==> config.mk <==
export PLATFORM = sky130hd
export DESIGN_NAME = decim_combiner
export DESIGN_NICKNAME = d
export VERILOG_FILES = /design/src/rtl/decim_combiner.sv
export SDC_FILE = /design/constraint.sdc
export NUM_CORES = 2
export LEC_CHECK = 0
export BUFFER_PORTS_ARGS = -buffer_cell sky130_fd_sc_hd__clkbuf_2
export CORE_MARGIN = 2
export CORE_UTILIZATION = 39
export CTS_BUF_LIST = sky130_fd_sc_hd__clkbuf_16
export CTS_CLUSTER_DIAMETER = 30
export DETAILED_ROUTE_END_ITERATION = 10
export PLACE_DENSITY = 0.59
export RECOVER_POWER = 25
export REMOVE_ABC_BUFFERS = 1
export SYNTH_ARGS = -nofsm -noshare
export SYNTH_HDL_FRONTEND = slang
export SYNTH_MEMORY_MAX_BITS = 65536
export SYNTH_SLANG_ARGS = --single-unit
export TNS_END_PERCENT = 10
==> constraint.sdc <==
create_clock -name clk -period 8.5 [get_ports clk]
set_input_delay 0 -clock clk [delete_from_list [all_inputs] [get_ports clk]]
set_output_delay 0 -clock clk [all_outputs]
set_load 0.01 [all_outputs]
==> src/rtl/decim_combiner.sv <==
module decim_combiner #(
  parameter int MAX_TAPS = 256,
  parameter int W_COEF   = 18,
  parameter int W_GAIN   = 16,
  parameter int W_RES    = 8,
  parameter int W_ACC    = 32
) (
  input  logic              clk,
  input  logic              rst_n,
  input  logic              start,
  input  logic [1:0]        osr_sel,
  input  logic              ramp_mode,
  input  logic              bit_in,
  input  logic [W_RES-1:0]  res_code,
  input  logic              wr_en,
  input  logic [$clog2(MAX_TAPS):0] wr_addr,
  input  logic [W_COEF-1:0] wr_data,
  output logic              busy,
  output logic [W_ACC-1:0]  dout,
  output logic              dout_valid
);
  localparam int IDXW = $clog2(MAX_TAPS);
  localparam int AW   = IDXW + 1;
  localparam int W_PR = W_GAIN + W_RES;

  typedef enum logic [1:0] {S_IDLE, S_RUN, S_RES, S_FIN} st_t;

  st_t                      st;
  logic [IDXW-1:0]          idx, last_idx;
  logic                     ramp_q;
  logic signed [W_ACC-1:0]  acc;
  logic signed [W_GAIN-1:0] gain;
  logic signed [W_COEF-1:0] coef [MAX_TAPS];

  logic [IDXW-1:0]          n_last;
  logic [AW-1:0]            ramp_w;
  logic signed [W_COEF-1:0] w_sel;
  logic signed [W_ACC-1:0]  w_ext, tap_term, res_term;
  logic signed [W_PR-1:0]   res_prod;
  logic                     in_run;

  always_comb begin
    case (osr_sel)
      2'd0:    n_last = IDXW'(MAX_TAPS/4 - 1);
      2'd1:    n_last = IDXW'(MAX_TAPS/2 - 1);
      default: n_last = IDXW'(MAX_TAPS - 1);
    endcase
  end

  assign busy     = (st != S_IDLE);
  assign in_run   = (st == S_RUN);
  assign ramp_w   = (idx == '0) ? '0 : ({1'b0, last_idx} + AW'(1) - {1'b0, idx});
  assign w_sel    = ramp_q ? W_COEF'(ramp_w) : coef[idx];
  assign w_ext    = W_ACC'(w_sel);
  assign tap_term = bit_in ? w_ext : -w_ext;
  assign res_prod = gain * $signed(res_code);
  assign res_term = W_ACC'(res_prod);

  always_ff @(posedge clk)
    if (wr_en && !busy && !wr_addr[IDXW])
      coef[wr_addr[IDXW-1:0]] <= wr_data;

  always_ff @(posedge clk or negedge rst_n) begin
    if (!rst_n) begin
      st         <= S_IDLE;
      idx        <= '0;
      last_idx   <= '0;
      ramp_q     <= 1'b0;
      acc        <= '0;
      gain       <= '0;
      dout       <= '0;
      dout_valid <= 1'b0;
    end else begin
      dout_valid <= 1'b0;
      case (st)
        S_IDLE: begin
          if (wr_en && wr_addr == AW'(MAX_TAPS))
            gain <= wr_data[W_GAIN-1:0];
          if (start) begin
            st       <= S_RUN;
            acc      <= '0;
            idx      <= '0;
            last_idx <= n_last;
            ramp_q   <= ramp_mode;
          end
        end
        S_RUN: begin
          acc <= acc + tap_term;
          idx <= idx + IDXW'(1);
          if (idx == last_idx) st <= S_RES;
        end
        S_RES: begin
          acc <= acc + res_term;
          st  <= S_FIN;
        end
        default: begin
          dout       <= acc;
          dout_valid <= 1'b1;
          st         <= S_IDLE;
        end
      endcase
    end
  end
endmodule

# Word-level counts from Yosys, hierarchy flattened

Memory sizes are Yosys's and may differ from the RTL's.
Cells that the tools add are included.

Bits in registers: 100
Bits in latches: 0
Bits in writable memories: 4,608
Bits in read-only memories: 0
Input bits: 43
Output and inout bits: 34
Logic and storage cells: 54
Memories kept: 1

Add/subtract/negate cells: 6
$mul: 1
Div/mod/pow operators: 0
Magnitude comparators: 0
Equal/unequal tests: 7
Shift operators: 0
Multiplexer cells: 14
Bitwise logic cells: 0
Reductions and logical operators: 17

Memories:

| memory | depth | width | rd ports | clocked after Yosys merged registers in | write ports | RTL line | RTL |
|---|---|---|---|---|---|---|---|
| coef   | 256   | 18    | 1        | 0                                       | 1           | 33       | `logic signed [W_COEF-1:0] coef [MAX_TAPS];` |

Operators with widths:

| kind                                                                  | number |
|---|---|
| 32-bit one-hot mux with 3 select lines                                | 1 |
| 32-bit two-way mux                                                    | 2 |
| 32-bit by 24-bit adder with 32-bit output                             | 1 |
| 32-bit adder                                                          | 1 |
| 18-bit negation with 32-bit output                                    | 1 |
| 8-bit one-hot mux with 2 select lines                                 | 2 |
| 16-bit by 8-bit multiplier with 24-bit output                         | 1 |
| 18-bit two-way mux                                                    | 1 |
| 2-bit AND reduction                                                   | 5 |
| 8-bit by 1-bit adder with 9-bit output, second input constant         | 1 |
| 9-bit equality test, second input constant                            | 1 |
| 9-bit two-way mux                                                     | 1 |
| 9-bit by 8-bit subtractor with 9-bit output                           | 1 |
| 8-bit by 1-bit adder with 8-bit output, second input constant         | 1 |
| 8-bit equality test                                                   | 1 |
| 8-bit zero test                                                       | 1 |
| 8-bit two-way mux                                                     | 1 |
| 2-bit one-hot mux with 3 select lines                                 | 1 |
| 2-bit by 1-bit equality test with 1-bit output, second input constant | 2 |
| 2-bit zero test                                                       | 2 |
| 2-bit two-way mux                                                     | 2 |
| 2-bit nonzero test                                                    | 2 |
| 1-bit logical AND                                                     | 3 |
| 1-bit two-way mux                                                     | 3 |
| 6 further kinds                                                       | 7 |

# Longest topological paths before layout

Depth after elaboration: 8
Gate-level depth with buffers: 36
Depth with buffers taken out: 28

# Worst setup path after synthesis

Ideal clock, no wire load.

Kind: flip-flop to flip-flop
Start point: reg idx[0]
End point: reg acc[22]
Setup time: 96 ps
Arrival time: 6,406 ps
Required time: 8,404 ps
Setup slack: 1,999 ps
Cell stages (with the launch flop): 37
Path buffers: 9
Clock period less this slack: 6,501 ps
Cell sequence: dfrtp_1 buf_6 buf_12 buf_12 buf_12 buf_12 buf_12 buf_6 buf_6 inv_1 ha_1 ha_1 fa_1 a21oi_1 nor2_1 nor2_1 o21bai_1 a21oi_1 xor2_1 o221ai_1 nor4_4 and3_4 buf_8 a21oi_2 xnor2_1 ha_1 nand2_1 nor2_1 nand4_1 a211oi_1 nor3_1 o21ai_0 a21boi_0 o21ai_0 xor2_1 a22oi_1 o31ai_1

Word-level cells in the longest chain between the ends: 7
Elaborated cells on any way between the ends: 9
Classes of those cells: add/sub: 3; mux: 4; reduce/logical: 1; memory: 1

RTL lines:

| item                                                        | RTL line | RTL |
|---|---|---|
| start, declared                                             | 29       | `logic [IDXW-1:0] idx, last_idx;` |
| start signal, assigned                                      | 89       | `idx <= idx + IDXW'(1);` |
| branches (longest 2 deep; another with memory 256 x 18 bit) | --       |  |
| 18-bit two-way mux *                                        | 53       | `assign w_sel = ramp_q ? W_COEF'(ramp_w) : coef[idx];` |
| 18-bit negation with 32-bit output                          | 55       | `assign tap_term = bit_in ? w_ext : -w_ext;` |
| 32-bit two-way mux *                                        | 55       |  |
| 32-bit adder *                                              | 88       | `acc <= acc + tap_term;` |
| 32-bit one-hot mux with 3 select lines *                    | 75       | `case (st)` |
| end signal, assigned                                        | 88       |  |
| end signal, assigned                                        | 93       | `acc <= acc + res_term;` |
| end, declared                                               | 31       | `logic signed [W_ACC-1:0] acc;` |

Mark *: on every way between the ends.
A chain may end at the register's enable or synchronous reset.

# Final worst setup path

Start point: reg idx[3]
End point: reg acc[31]

The elaborated chain is that of the path after synthesis.

==> reports/metrics.cfg <==
[run_status]
status = finished with violations
violations = max-capacitance violations, max-slew violations

[setup_path]
start_kind = register
worstRegToRegCells = 24
worstPathRequired_ps = 9440
arrival_ps = 9320
rrSetupSlack_ps = 120
reg2reg_to = acc[31]
r2r_start = idx[3]
cp_max_fo = 48
critPathKind = reg -> reg
crit_path_end_kind = register

[routing]
routedWlPerCell_um = 34.8
drt_wl_total_mm = 619
drc = 0
via_count = 106221
ant_nets = 0
drt_iter0_drc = 16099
first_pass_iters = 6
vias_per_cell = 5.97

[floorplan]
io_pins = 77
rows = 257
coreArea_um2 = 489000
start_util = 0.391
fp.dieW_um = 704
dieArea_um2 = 495000
die_h_um = 704

[clock_tree]
cts_buffer_depth = 4
clock-root-buffer = clkbuf_16
cts_htree_levels = 6
cts_tree = done
numCtsBuffers = 878
cts_sinks = 4703
cts.clk_slew.worst_paths_ps = 50
worstSkewPairLatency_ps = 1150

[yosys]
synth_ff_type = edfxtp_1
ys_warn_count = 0
yosys_register_bits = 4703
yosysSeqAreaShare = 0.737
synthCells = 9364
synthTopCellsByCount = edfxtp_1 (4608), mux4_2 (1023), nor2_1 (381), nand2_1 (327), mux2i_1 (281)
netlist_area_um2 = 191000
synth_cell_types = 110
synth_edf_count = 4608
yosysTopAreaCell = edfxtp_1
synth_async_sr_flop_share = 0.0202
synth_most_common_cell = edfxtp_1
yosys-top-cells-area = edfxtp_1 (72%), mux4_2 (12%), fa_1 (1.7%)
synth_area_per_cell_um2 = 20.4
synth_top_area_share = 0.724

[min_path]
hold_path_startpoint = res_code[1]
holdPathEnd = acc[1]
min_path_cells = 9
min_path_type = in -> reg

[global_route]
first_global_vias = 105194
grt-ovfl-total = 0
grtUsageTotal = 0.244
antenna_found_initial = 50
grt_max_degree = 147
grt_pass1_wl_mm = 850

[sta]
setup_violations = 0
hold_viol_final = 0
rsz0062_at_grt = no
period_share = 0.985
worst_pin_slew_ps = 7320
min_period_ps = 8380
max_clock_freq_mhz = 119
fin_ws_ps = 124
fin_skew_ps = 69.6
max-slew-margin-rel = -3.88
drv_slew = 2894

[final_layout]
multi_input_area_um2 = 47100
drive_gt1_frac = 0.322
syn2layout_area_growth_pct = 22.3
seq_area_um2 = 141000
n_fill_cell = 39766
fin_util = 0.478
fin_nets = 10877
final_area_um2 = 234000
final_cell_count_no_fill = 17799

[place]
place_inst = 16084
place_hpwl_mm = 385
place.gp.congestion = 0.952
place.port_buffers = 76
pre_cts_slack_ps = 32.1
placed_cell_area_um2 = 203000

[power]
power.density_nw_per_um2 = 311
p_leak_nw = 77.2
finalPower_mw = 72.7
vdd_drop_max_uv = 231

[job]
cap_violations = 39

metrics by stage:
step           hold slack [ps]   TNS, ps
3_5_place_dp              14.0         0
3_3_place_gp              6.60     -1540
5_1_grt                    147         0
6_report                   108         0
4_1_cts                  0.672         0
2_1_floorplan             -296  -1794840
cell usage in the layout, fill, tap and decap left out, drive strengths merged, types with 23 or more instances in the layout:
| cell type | n |
|---|---|
| edfxtp | 4608 |
| mux4 | 1071 |
| clkbuf | 977 |
| buf | 652 |
| inv | 403 |
| nor2 | 381 |
| clkinv | 341 |
| nand2 | 328 |
| mux2i | 281 |
| a22oi | 207 |
| a21oi | 196 |
| fa | 162 |
| ha | 130 |
| nand3 | 124 |
| clkinvlp | 121 |
| bufinv | 114 |
| o21ai | 104 |
| mux2 | 99 |
| o22ai | 96 |
| dfrtp | 95 |
| and2 | 88 |
| nor3 | 60 |
| xnor2 | 49 |
| dlygate4sd3 | 49 |
| a31oi | 42 |
| a221oi | 40 |
| a211oi | 34 |
| nor2b | 33 |
| nand2b | 30 |
| a22o | 26 |
| nand4 | 26 |
| and3 | 25 |
| diode | 23 |
| o221ai | 23 |
kinds of logic (layout without fill, tap and decap cells):
family / Yosys count / after routing / synth area share
AOI/OAI and AO/OA: 931 / 931 / 0.0336
muxes: 1451 / 1451 / 0.148
xor gates and xnor gates: 71 / 71 / 0.00326
and+or+nand+nor: 1196 / 1196 / 0.0299
DFF: 4703 / 4703 / 0.737
other: 0 / 23 / 0
adders and majority gates: 292 / 292 / 0.0255
buffers and inverters: 720 / 2657 / 0.0232
layout make-up:
class / instances / share of cell area
Antenna cell: 23 / 0.000246
Sequential cell: 4703 / 0.602
Multi-Input combinational cell: 3941 / 0.201
Clock buffer: 881 / 0.0944
Clock inverter: 758 / 0.0352
Timing Repair Buffer: 797 / 0.0280
Inverter: 221 / 0.00363
Tap cell: 6475 / 0.0347
how the worst max path moves through the flow:
stage,start,endpoint,slack (ps),cells after the start
2_1_floorplan,idx[0],acc[22],-44790,23
3_3_place_gp,idx[0],acc[31],-420,27
3_5_place_dp,idx[1],acc[31],30,25
4_1_cts,idx[2],acc[31],200,27
5_1_grt,idx[0],acc[31],40,23
6_report,idx[3],acc[31],120,24
layer usage:
layer | vias up | routed length (µm) | GRT usage
met5 | - | 429 | 0.00269
met4 | 44 | 31800 | 0.108
met3 | 1315 | 74300 | 0.0650
met2 | 7092 | 280000 | 0.371
met1 | 56434 | 233000 | 0.330
li1 | 41336 | - | -
power breakdown:
| part | leakage (nW) | switching, mW | internal (mW) |
|---|---|---|---|
| clock | 14.7 | 12.4 | 22.5 |
| sequential | 42.7 | 0.198 | 25.7 |
| combinational | 19.7 | 6.94 | 4.97 |
worst max-delay path, stage by stage (launching register included):
cell	delay [ps]
dfrtp_4	950
and3b_1	1080
buf_4	420
a22oi_1	130
a21oi_1	550
a211o_1	500
o31ai_2	240
buf_4	220
o22ai_1	320
and4b_1	400
and2_1	320
a21oi_2	180
xnor2_1	110
ha_1	320
nand3_1	110
nor3_1	310
and3_1	230
nand4_1	110
nand3_1	100
nand4bb_1	130
a31oi_1	420
o311ai_0	280
a2111oi_1	450
buf_4	180
nand2_1	60
flip-flops by register name, summed over array words and instances, names as in the netlist:
| register | count |
|---|---|
| acc | 32 |
| coef | 4608 |
| dout | 32 |
| dout_valid | 1 |
| gain | 16 |
| idx | 8 |
| last_idx | 3 |
| ramp_q | 1 |
| st | 2 |
what timing repair did:
action	CTS	global route
endpoints found under the setup margin	1	6
endpoints found under the hold margin	2516	0
hold buffers	52	0
resized for setup	1	2
buffers inserted	0	1
(Power assumes the default switching activity.)
